`src/rtl/i2c_am_pkg.sv`:
```
package i2c_am_pkg;
    typedef enum logic [1:0] {
        ST_IDLE = 2'd0,
        ST_ADDR = 2'd1,
        ST_ACK  = 2'd2,
        ST_SKIP = 2'd3
    } am_state_e;
endpackage

```
`src/rtl/am_addr_shift.sv`:
```
module am_addr_shift #(
    parameter int ADDR_W = 7
) (
    input  logic            clk,
    input  logic            rst_n,
    input  logic            clear_i,
    input  logic            shift_en_i,
    input  logic            bit_vld_i,
    input  logic            bit_dat_i,
    output logic [ADDR_W:0] byte_o,
    output logic            last_o
);
    localparam int BYTE_W = ADDR_W + 1;
    localparam int CNT_W  = $clog2(BYTE_W + 1);

    logic [ADDR_W-1:0] shreg_q;
    logic [CNT_W-1:0]  cnt_q;

    always_ff @(posedge clk or negedge rst_n) begin
        if (!rst_n) begin
            shreg_q <= '0;
            cnt_q   <= '0;
        end else if (clear_i) begin
            shreg_q <= '0;
            cnt_q   <= '0;
        end else if (shift_en_i && bit_vld_i) begin
            shreg_q <= {shreg_q[ADDR_W-2:0], bit_dat_i};
            cnt_q   <= cnt_q + 1'b1;
        end
    end

    // Full byte including the bit arriving this cycle
    assign byte_o = {shreg_q, bit_dat_i};
    assign last_o = shift_en_i && bit_vld_i && (cnt_q == CNT_W'(ADDR_W));
endmodule

```
`src/rtl/am_addr_cmp.sv`:
```
module am_addr_cmp #(
    parameter int ADDR_W = 7
) (
    input  logic [ADDR_W:0] byte_i,
    input  logic [ADDR_W:0] cfg_i,
    output logic            own_o,
    output logic            gc_o
);
    localparam logic [ADDR_W:0] GC_BYTE = '0;

    always_comb begin
        own_o = (byte_i[ADDR_W:1] == cfg_i[ADDR_W:1]);
        gc_o  = cfg_i[0] && (byte_i == GC_BYTE);
    end
endmodule

```
`src/rtl/i2c_addr_match.sv`:
```
module i2c_addr_match
    import i2c_am_pkg::*;
#(
    parameter int ADDR_W = 7
) (
    input  logic            clk,
    input  logic            rst_n,
    input  logic            start_det_i,
    input  logic            stop_det_i,
    input  logic            bit_vld_i,
    input  logic            bit_dat_i,
    input  logic [ADDR_W:0] addr_cfg_i,
    input  logic            ack_en_i,
    output logic            own_hit_o,
    output logic            gcall_hit_o,
    output logic            rw_o,
    output logic            ack_drive_o,
    output logic            wake_o
);
    am_state_e       state_q, state_d;
    logic [ADDR_W:0] byte_w;
    logic            last_w, own_w, gc_w, any_w;

    am_addr_shift #(.ADDR_W(ADDR_W)) u_shift (
        .clk        (clk),
        .rst_n      (rst_n),
        .clear_i    (start_det_i),
        .shift_en_i (state_q == ST_ADDR),
        .bit_vld_i  (bit_vld_i),
        .bit_dat_i  (bit_dat_i),
        .byte_o     (byte_w),
        .last_o     (last_w)
    );

    am_addr_cmp #(.ADDR_W(ADDR_W)) u_cmp (
        .byte_i (byte_w),
        .cfg_i  (addr_cfg_i),
        .own_o  (own_w),
        .gc_o   (gc_w)
    );

    assign any_w = own_w || gc_w;

    // Next state: START wins, then STOP, then per-state progress
    always_comb begin
        state_d = state_q;
        if (start_det_i) begin
            state_d = ST_ADDR;
        end else if (stop_det_i) begin
            state_d = ST_IDLE;
        end else begin
            unique case (state_q)
                ST_IDLE: state_d = ST_IDLE;
                ST_ADDR: if (last_w) state_d = any_w ? ST_ACK : ST_SKIP;
                ST_ACK:  if (bit_vld_i) state_d = ST_SKIP;
                ST_SKIP: state_d = ST_SKIP;
            endcase
        end
    end

    always_ff @(posedge clk or negedge rst_n) begin
        if (!rst_n) state_q <= ST_IDLE;
        else        state_q <= state_d;
    end

    // Registered outputs
    always_ff @(posedge clk or negedge rst_n) begin
        if (!rst_n) begin
            own_hit_o   <= 1'b0;
            gcall_hit_o <= 1'b0;
            rw_o        <= 1'b0;
            ack_drive_o <= 1'b0;
            wake_o      <= 1'b0;
        end else begin
            wake_o <= 1'b0;
            if (start_det_i || stop_det_i) begin
                own_hit_o   <= 1'b0;
                gcall_hit_o <= 1'b0;
                rw_o        <= 1'b0;
                ack_drive_o <= 1'b0;
            end else if (last_w) begin
                own_hit_o   <= own_w;
                gcall_hit_o <= gc_w;
                rw_o        <= byte_w[0];
                ack_drive_o <= any_w && ack_en_i;
                wake_o      <= any_w;
            end else if (state_q == ST_ACK && bit_vld_i) begin
                ack_drive_o <= 1'b0;
            end
        end
    end
endmodule

```
`config.mk`:
```
export PLATFORM = sky130hd
export DESIGN_NAME = i2c_addr_match
export DESIGN_NICKNAME = d
export VERILOG_FILES = /design/src/rtl/i2c_am_pkg.sv /design/src/rtl/am_addr_shift.sv /design/src/rtl/am_addr_cmp.sv /design/src/rtl/i2c_addr_match.sv
export SDC_FILE = /design/constraint.sdc
export NUM_CORES = 1
export LEC_CHECK = 0
export ABC_AREA = 0
export ABC_CLOCK_PERIOD_IN_PS = 4200
export BUFFER_PORTS_ARGS = -buffer_cell sky130_fd_sc_hd__buf_2
export CAP_MARGIN = 5
export CORE_ASPECT_RATIO = 1.1
export CORE_MARGIN = 3
export CORE_UTILIZATION = 55
export CTS_CLUSTER_DIAMETER = 40
export DETAILED_ROUTE_END_ITERATION = 6
export PLACE_DENSITY = 0.8
export SLEW_MARGIN = 30
export SYNTH_ARGS = -nofsm -noshare
export SYNTH_HDL_FRONTEND = slang
export SYNTH_SLANG_ARGS = --single-unit
```
`constraint.sdc`:
```
create_clock -name clk -period 4.2 [get_ports clk]
set_clock_uncertainty 0.15 [all_clocks]
set_input_delay 1.05 -clock clk [delete_from_list [all_inputs] [get_ports clk]]
set_output_delay 1.05 -clock clk [all_outputs]
set_load 0.05 [all_outputs]
```
==> impl_metrics.json, run 1 <==
{
  "drc_errors": 0,
  "cp_top_family": "simple AND/OR/NAND/NOR gates",
  "syn-num-nets": 111,
  "synth_area_leader_cell": "dfrtp_1",
  "crit_arrival_ps": 2260,
  "dpl_worst_slack_ps": 1710,
  "synth_seq_cells": 18,
  "dp_hpwl_um": 1330,
  "drtPass1Iterations": 2,
  "synth_area_um2": 886,
  "min_from": "own_hit_o$_DFFE_PN0P_",
  "worst_setup_path_start_kind": "primary input",
  "maxCapViolCount": 0,
  "ys_warn_count": 0,
  "cts_sinks": 18,
  "reg2reg_to": "state_q[0]$_DFFE_PN0P_",
  "grt_max_degree": 19,
  "postSynthCellCount": 95,
  "ctsHtreeMaxLevel": 1,
  "report.power.total_mw": 0.295,
  "reg2regPathDepth": 4,
  "tightestPinTransition_ps": 426,
  "grt_usage": 0.176,
  "gp_congestion": 0.870,
  "drive_gt1_frac": 0.202,
  "synthTopCellsByArea": "dfrtp_1 (51%), nand2_1 (8.5%), xor2_1 (5.9%), a21oi_1 (5.6%), nor2_1 (4.2%)",
  "clockBufferDepth": 2,
  "post_cts_buffers": 0,
  "cp.depth": 5,
  "via_count": 723,
  "finalCritPeriodShare": 0.531,
  "path_buf_inv": 1,
  "dieArea_um2": 2130,
  "worst_hold_path.endpoint": "own_hit_o$_DFFE_PN0P_",
  "grt_setup_unrepaired": "false",
  "fmax_mhz": 449,
  "worstPathCellList": "buf_2 -> and3b_1 -> nand3_1 -> a21o_1 -> a31o_1",
  "whs_path_depth": 2,
  "relSlewSlack": 0.716,
  "setup_violations": 0,
  "cp_slowest_cell": "and3b_1",
  "powerDensity_nw_per_um2": 292,
  "layout_setup_ws_ps": 1970,
  "initial_utilization": 0.617,
  "port_buffers": 19,
  "syn_to_final_growth_pct": 14.0,
  "critical_path.max_fanout": 13,
  "rows": 14,
  "first_global_vias": 652,
  "drtIter0Drc": 6,
  "fin_tns_setup_ps": 0,
  "drv_slew": 0,
  "vias_per_cell": 5.56,
  "wirelength_um": 1680,
  "hold_path_class": "flip-flop to flip-flop",
  "holdBufCountCts": 0,
  "end_kind": "flip-flop",
  "regToRegStartpoint": "state_q[1]$_DFFE_PN0P_",
  "yosys.area.top_type_share": 0.508,
  "crit_type": "primary input to flip-flop",
  "ant_nets": 0,
  "grt_pass1_wl_um": 2700,
  "syn_area_per_cell_um2": 9.32,
  "clock_latency_ps": 280,
  "route.detailed.wl_per_inst_um": 12.9,
  "cts_buffers": 3,
  "insertedDiodeCount": 0,
  "io_pins": 20,
  "power_leakage_nw": 0.470,
  "cts_tree": "done",
  "irDropWorstVdd_uv": 196,
  "hold_violations": 0,
  "max_stage_delay_ps": 430,
  "fin_crit_ps": 2230,
  "antenna_found_initial": 0,
  "cts_root_buf": "clkbuf_4",
  "core_area_um2": 1440,
  "r2r_setup_slack_ps": 2360,
  "post_cts_resized": 0,
  "outcome": "finished clean",
  "synth_cell_types": 26,
  "die_w_um": 44.3,
  "ys_seq_area_frac": 0.508,
  "finalNetCount": 132,
  "cts.clk_slew.worst_paths_ps": 90,
  "crit_required_ps": 4230,
  "grt_overflow": 0,
  "die_h_um": 48.1
}
[layer usage]
layer / vias to the layer above / track usage / share of wire
met2: 16 / 0.314 / 0.50
li1: 369 / - / -
met3: 4 / 0.0332 / 0.047
met5: - / 0 / 0
met1: 334 / 0.213 / 0.44
met4: 0 / 0.0723 / 0.012
[state kept, by name, summed over array words and instances (netlist names)]
register,flops
wake_o,1
own_hit_o,1
u_shift.shreg_q,7
ack_drive_o,1
rw_o,1
u_shift.cnt_q,4
state_q,2
gcall_hit_o,1
[worst min-delay path: stages, from the launching register on]
cell     delay, ps
dfrtp_1        350
nand3_1         60
o31ai_1         60
[power breakdown]
part	internal, mW	total [mW]	switching, mW
combinational	0.0138	0.0344	0.0206
sequential	0.177	0.181	0.00372
clock	0.0332	0.0796	0.0464
total	0.224	0.295	0.0707
[how the worst max path moves through the flow]
stage                        startpoint                     end  slack [ps]
after floorplan           addr_cfg_i[2]  state_q[0]$_DFFE_PN0P_        2130
after global routing          bit_vld_i  state_q[0]$_DFFE_PN0P_        1860
after CTS                     bit_vld_i  state_q[0]$_DFFE_PN0P_        2010
final                         bit_vld_i  state_q[0]$_DFFE_PN0P_        1970
after global placement        bit_vld_i  state_q[0]$_DFFE_PN0P_        1740
after detailed placement      bit_vld_i  state_q[0]$_DFFE_PN0P_        1710
[cells by family after synthesis]
kind of cell / count (synthesis) / share of synthesized area
compound gates: 16 / 0.110
xor+xnor: 10 / 0.0989
fa+ha+maj: 1 / 0.0141
buf+inv: 3 / 0.0155
flops: 18 / 0.508
mux: 1 / 0.0113
simple gates: 46 / 0.242
[cells in the final DEF (no fill, tap or decap), types with 2 or more instances in the layout]
cell type / synthesis / final
nor2_1: 10 / 10
xnor2_1: 4 / 4
nand4_1: 4 / 4
dfrtp_1: 18 / 18
a21oi_1: 10 / 10
nand3_1: 3 / 3
clkbuf_4: 0 / 3
nand2_1: 20 / 20
xor2_1: 6 / 6
nor2b_1: 2 / 2
buf_2: 2 / 19
[cell type report]
class,count,area (µm²)
Sequential cell,18,450
Fill cell,111,427
Clock buffer,3,22.5
Timing Repair Buffer,19,95.1
Multi-Input combinational cell,74,422
Tap cell,16,20.0
[cells in the mapped netlist]
cell type	number
nor4_1	1
a21oi_1	10
nand4_1	4
and3_1	1
mux2i_1	1
xor2_1	6
buf_2	2
nor2b_1	2
nand3_1	3
xnor2_1	4
o2111ai_1	1
or2_2	1
nand3b_1	1
clkbuf_1	1
and4_1	1
dfrtp_1	18
o31ai_1	1
a31o_1	1
nor2_1	10
ha_1	1
nor3_1	1
nand2_1	20
and3b_1	1
a21o_1	1
a211oi_1	1
o211ai_1	1
[stage by stage]
stage / cells / util / area (µm²) / hold slack (ps)
2_1_floorplan: 95 / - / 886 / 355
3_3_place_gp: 127 / 0.687 / 987 / 340
4_1_cts: 130 / 0.703 / 1010 / 362
6_report: 130 / 0.703 / 1010 / 355
5_1_grt: 130 / 0.703 / 1010 / 390
3_5_place_dp: 127 / 0.687 / 987 / 340
(Power assumes the default switching activity.)
==> run 2, diff against run 1 <==
--- a/config.mk
+++ b/config.mk
@@ -6,15 +6,15 @@
 export NUM_CORES = 1
 export LEC_CHECK = 0
 export ABC_AREA = 0
-export ABC_CLOCK_PERIOD_IN_PS = 4200
+export ABC_CLOCK_PERIOD_IN_PS = 2050
 export BUFFER_PORTS_ARGS = -buffer_cell sky130_fd_sc_hd__buf_2
 export CAP_MARGIN = 5
 export CORE_ASPECT_RATIO = 1.1
 export CORE_MARGIN = 3
-export CORE_UTILIZATION = 55
+export CORE_UTILIZATION = 46
 export CTS_CLUSTER_DIAMETER = 40
 export DETAILED_ROUTE_END_ITERATION = 6
-export PLACE_DENSITY = 0.8
+export PLACE_DENSITY = 0.71
 export SLEW_MARGIN = 30
 export SYNTH_ARGS = -nofsm -noshare
 export SYNTH_HDL_FRONTEND = slang
==> constraint.sdc (replaced) <==
create_clock -name clk -period 2.05 [get_ports clk]
set_clock_uncertainty 0.15 [all_clocks]
set_input_delay 0.5125 -clock clk [delete_from_list [all_inputs] [get_ports clk]]
set_output_delay 0.5125 -clock clk [all_outputs]
set_load 0.05 [all_outputs]
==> run 2 against run 1 <==
Compared with the run above:
- hold slack got worse by 29 ps
- final cell count is 3.8% higher
- global-route usage is 1.5 points lower
- worst setup slack worse by 1500 ps
- core utilization is 12 points lower
- die area up 17%
- power grew 120%
- design area increased by 3.3%
- first-iteration DRC count rose to 3.7 times the previous value
- sequential cell count unchanged
- combinational power up 120%
- largest cell class unchanged
==> impl_metrics.json, run 2 (synthesized netlist as in run 1, its figures left out) <==
{
  "outcome": "finished clean",
  "insertedDiodeCount": 0,
  "reg.largest.list": "u_shift.shreg_q: 7 flops, u_shift.cnt_q: 4 flops, state_q: 2 flops",
  "cts.clk_slew.worst_paths_ps": 100,
  "tightestPinTransition_ps": 393,
  "setup_violations": 0,
  "grt_pass1_wl_um": 2880,
  "report.power.total_mw": 0.660,
  "maxCapViolCount": 0,
  "regMostFlops": "u_shift.shreg_q",
  "grt_usage": 0.162,
  "drtPass1Iterations": 4,
  "die_w_um": 47.8,
  "die_h_um": 52.0,
  "irDropWorstVdd_uv": 269,
  "hold_violations": 0,
  "drive_gt1_frac": 0.214,
  "antenna_found_initial": 0,
  "crit_type": "flip-flop to flip-flop",
  "hold_path_class": "primary input to flip-flop",
  "finalNetCount": 134,
  "io_pins": 20,
  "crit_required_ps": 2100,
  "clockBufferDepth": 2,
  "drtIter0Drc": 22,
  "cts_buffers": 3,
  "dp_hpwl_um": 1330,
  "vias_per_cell": 5.56,
  "syn_to_final_growth_pct": 17.8,
  "dieArea_um2": 2490,
  "worst_setup_path_start_kind": "flip-flop",
  "relSlewSlack": 0.738,
  "dpl_worst_slack_ps": 321,
  "grt_setup_unrepaired": "false",
  "reg2regPathDepth": 4,
  "r2r_setup_slack_ps": 470,
  "layout_setup_ws_ps": 475,
  "grt_max_degree": 19,
  "critical_path.max_fanout": 4,
  "route.detailed.wl_per_inst_um": 13.2,
  "first_global_vias": 664,
  "finalCritPeriodShare": 0.768,
  "rows": 16,
  "crit_arrival_ps": 1630,
  "power_leakage_nw": 0.486,
  "fmax_mhz": 635,
  "cts_sinks": 18,
  "cts_tree": "done",
  "drc_errors": 0,
  "whs_path_depth": 3,
  "grt_overflow": 0,
  "post_cts_resized": 0,
  "wirelength_um": 1780,
  "ctsHtreeMaxLevel": 1,
  "initial_utilization": 0.492,
  "fin_tns_setup_ps": 0,
  "gp_congestion": 0.779,
  "final_common_cell": "nand2_1",
  "ant_nets": 0,
  "cts_root_buf": "clkbuf_4",
  "port_buffers": 19,
  "clock_latency_ps": 290,
  "core_area_um2": 1800,
  "largest_reg_flops": 7,
  "via_count": 750,
  "end_kind": "flip-flop",
  "final_cell_mix": "nand2_1 (20), buf_2 (19), dfrtp_1 (18)",
  "drv_slew": 0,
  "powerDensity_nw_per_um2": 632,
  "fin_crit_ps": 1580
}
[run 2: cell count changes in the layout (fill, tap and decap cells not counted), sizes merged]
cell	change
buf	+1
clkbuf	+1
dlygate4sd3	+1
[run 2: metrics by stage]
stage          cells  instance area [µm²]  hold WS (ps)  utilization
3_5_place_dp     130                  997           309        0.553
5_1_grt          135                 1040           338        0.579
6_report         135                 1040           326        0.579
2_1_floorplan     95                  886          66.9            -
4_1_cts          135                 1040           317        0.579
3_3_place_gp     130                  997           309        0.553
[run 2: worst max-delay path: stages, from the launching register on]
cell and delay [ps]:
dfrtp_1 450, xor2_1 180, nor4_1 270, nand4_1 210
a211oi_1 240
[run 2: final cells by class]
type | instances | area [µm²]
Timing Repair Buffer | 21 | 113
Sequential cell | 18 | 450
Multi-Input combinational cell | 74 | 422
Tap cell | 18 | 22.5
Clock buffer | 4 | 36.3
Fill cell | 166 | 758
[run 2: where the power goes]
group / leakage [nW] / switching (mW) / internal [mW] / total (mW)
Sequential: 0.246 / 0.00779 / 0.362 / 0.370
Clock: 0.0210 / 0.107 / 0.108 / 0.215
Combinational: 0.220 / 0.0430 / 0.0317 / 0.0747
[run 2: metal layers]
layer | global-route usage | routed length [µm] | vias up | share of wire
met5 | 0 | 0 | - | 0
met4 | 0.0673 | 14 | 0 | 0.0079
met3 | 0.0208 | 88 | 2 | 0.049
met2 | 0.251 | 876 | 19 | 0.49
met1 | 0.221 | 803 | 357 | 0.45
li1 | - | - | 372 | -
[run 2: worst paths after layout]
check	startpoint	endpoint
worst max-delay path	u_shift.shreg_q[1]$_DFFE_PN0P_	wake_o$_DFF_PN0_
worst min-delay path	bit_dat_i	rw_o$_DFFE_PN0P_
worst max register to register	u_shift.shreg_q[1]$_DFFE_PN0P_	wake_o$_DFF_PN0_
worst min register to register	own_hit_o$_DFFE_PN0P_	own_hit_o$_DFFE_PN0P_
max in group asynchronous	rst_n	u_shift.cnt_q[1]$_DFFE_PN0P_
min in group asynchronous	rst_n	own_hit_o$_DFFE_PN0P_
[run 2: repair_timing]
| item | CTS | global route |
|---|---|---|
| endpoints found under the hold margin | 18 | 0 |
| hold buffers | 1 | 0 |
| buffers inserted | 0 | 0 |
==> run 3, diff against run 2 <==
--- a/config.mk
+++ b/config.mk
@@ -6,7 +6,7 @@
 export NUM_CORES = 1
 export LEC_CHECK = 0
 export ABC_AREA = 0
-export ABC_CLOCK_PERIOD_IN_PS = 2050
+export ABC_CLOCK_PERIOD_IN_PS = 1350
 export BUFFER_PORTS_ARGS = -buffer_cell sky130_fd_sc_hd__buf_2
 export CAP_MARGIN = 5
 export CORE_ASPECT_RATIO = 1.1
==> constraint.sdc (replaced) <==
create_clock -name clk -period 1.35 [get_ports clk]
set_clock_uncertainty 0.15 [all_clocks]
set_input_delay 0.3375 -clock clk [delete_from_list [all_inputs] [get_ports clk]]
set_output_delay 0.3375 -clock clk [all_outputs]
set_load 0.05 [all_outputs]
==> run 3 against run 2 <==
Compared with the run above:
- the run now ends with negative setup slack left
- sequential cell count unchanged
- non-clock buffer count up 20
- design area up 24%
- first-iteration DRC count down 41%
- die area unchanged
- largest power group unchanged
==> impl_metrics.json, run 3 (synthesized netlist as in run 1, its figures left out) <==
{
  "reg2reg_to": "wake_o$_DFF_PN0_",
  "route.detailed.wl_per_inst_um": 14.0,
  "port_buffers": 19,
  "finalCritPeriodShare": 1.12,
  "grt_pass1_wl_um": 3410,
  "n_fill_cell": 141,
  "placedInstanceArea_um2": 1100,
  "grt_usage": 0.199,
  "reg2regPathDepth": 4,
  "hold_violations": 0,
  "min_from": "bit_dat_i",
  "hold_path_class": "primary input to flip-flop",
  "via_count": 811,
  "reg.largest.list": "u_shift.shreg_q: 7 flops, u_shift.cnt_q: 4 flops, state_q: 2 flops",
  "layout_setup_ws_ps": -159,
  "power_leakage_nw": 0.603,
  "tightestPinTransition_ps": 410,
  "r2r_setup_slack_ps": -160,
  "crit_path_start": "u_shift.shreg_q[2]$_DFFE_PN0P_",
  "end_kind": "flip-flop",
  "powerDensity_nw_per_um2": 829,
  "drive_gt1_frac": 0.416,
  "clock_latency_ps": 310,
  "maxCapViolCount": 0,
  "worst_setup_path_start_kind": "flip-flop",
  "dieArea_um2": 2490,
  "cts_tree": "done",
  "drv_slew": 0,
  "regArea_um2": 450,
  "final_common_cell": "dfrtp_1",
  "cts_sinks": 18,
  "initial_utilization": 0.492,
  "regMostFlops": "u_shift.shreg_q",
  "core_area_um2": 1800,
  "regToRegStartpoint": "u_shift.shreg_q[2]$_DFFE_PN0P_",
  "grt_overflow": 0,
  "grt_setup_unrepaired": "true",
  "irDropWorstVdd_uv": 644,
  "crit_required_ps": 1420,
  "largest_reg_flops": 7,
  "finalNetCount": 154,
  "die_h_um": 52.0,
  "grt_max_degree": 19,
  "report.power.total_mw": 1.07,
  "outcome": "complete, but fails checks",
  "rows": 16,
  "worst_hold_path.endpoint": "u_shift.shreg_q[0]$_DFFE_PN0P_",
  "critical_path.max_fanout": 4,
  "final_cell_mix": "dfrtp_1 (18), nand2_1 (17), buf_4 (16)",
  "vias_per_cell": 5.23,
  "io_pins": 20,
  "gp_congestion": 0.800,
  "crit_type": "flip-flop to flip-flop",
  "fmax_mhz": 663,
  "relSlewSlack": 0.727,
  "clockBufferDepth": 2,
  "first_global_vias": 789,
  "final_area_um2": 1300,
  "cts_root_buf": "clkbuf_4",
  "fin_crit_ps": 1510,
  "antenna_found_initial": 0,
  "dp_hpwl_um": 1490,
  "die_w_um": 47.8,
  "syn_to_final_growth_pct": 46.3,
  "violations": "negative setup slack",
  "cts.clk_slew.worst_paths_ps": 110,
  "ctsHtreeMaxLevel": 1,
  "whs_path_depth": 3,
  "drtIter0Drc": 13,
  "insertedDiodeCount": 0,
  "setup_violations": 13,
  "crit_arrival_ps": 1580,
  "drc_errors": 0,
  "ant_nets": 0,
  "drtPass1Iterations": 4,
  "wirelength_um": 2180,
  "multi_input_area_um2": 474,
  "cts_buffers": 3
}
## run 3: cell types whose count changed in the layout (fill, tap and decap cells not counted), moves of 3 or more
cell	change
buf_4	+15
nand2_2	+3
buf_6	+10
a21oi_1	-3
nand2_1	-3
buf_2	-5
a21oi_2	+3
## run 3: layout make-up
cell class,count,area share
multi-input combinational,74,0.366
sequential,18,0.347
timing repair buffer,41,0.241
clock buffer,4,0.0280
tap,18,0.0174
## run 3: stage by stage
stage | worst slack (ps) | util | TNS [ps] | hold WS [ps] | cells
2_1_floorplan | -86.0 | - | -290 | -108 | 95
3_3_place_gp | -184 | 0.612 | -806 | 143 | 144
3_5_place_dp | -218 | 0.612 | -932 | 142 | 144
4_1_cts | -179 | 0.684 | -626 | 142 | 154
5_1_grt | -293 | 0.719 | -2140 | 140 | 155
6_report | -159 | 0.719 | -730 | 132 | 155
## run 3: what timing repair did
item / in CTS / in global routing
pin swaps: 2 / 17
setup endpoints to repair: 13 / 22
hold buffers: 1 / 0
endpoints found under the hold margin: 18 / 0
buffers inserted: 5 / 1
resized for setup: 15 / 14
## run 3: critical path, cell delays in order (launching register included)
cell and delay, ps:
dfrtp_1 410, xor2_1 140, nor4_1 250, nand4_1 210
a211oi_1 250
## run 3: worst max path at each step
stage                        endpoint  slack [ps]  cells after the start
2_1_floorplan  state_q[0]$_DFFE_PN0P_         -90                      4
3_3_place_gp   state_q[0]$_DFFE_PN0P_        -180                      5
3_5_place_dp         wake_o$_DFF_PN0_        -220                      5
4_1_cts              wake_o$_DFF_PN0_        -180                      4
5_1_grt              wake_o$_DFF_PN0_        -290                      4
6_report             wake_o$_DFF_PN0_        -160                      4
## run 3: where the power goes
| part | leakage [nW] | internal (mW) | switching (mW) |
|---|---|---|---|
| combinational | 0.336 | 0.0822 | 0.0842 |
| clock | 0.0210 | 0.165 | 0.185 |
| sequential | 0.246 | 0.550 | 0.00818 |
## run 3: layer usage
metal  up-vias  global-route usage  share of wire
met4         0               0.121          0.021
met5         -                   0              0
li1        413                   -              -
met1       375               0.263           0.43
met3         4              0.0415          0.039
met2        19               0.289           0.51
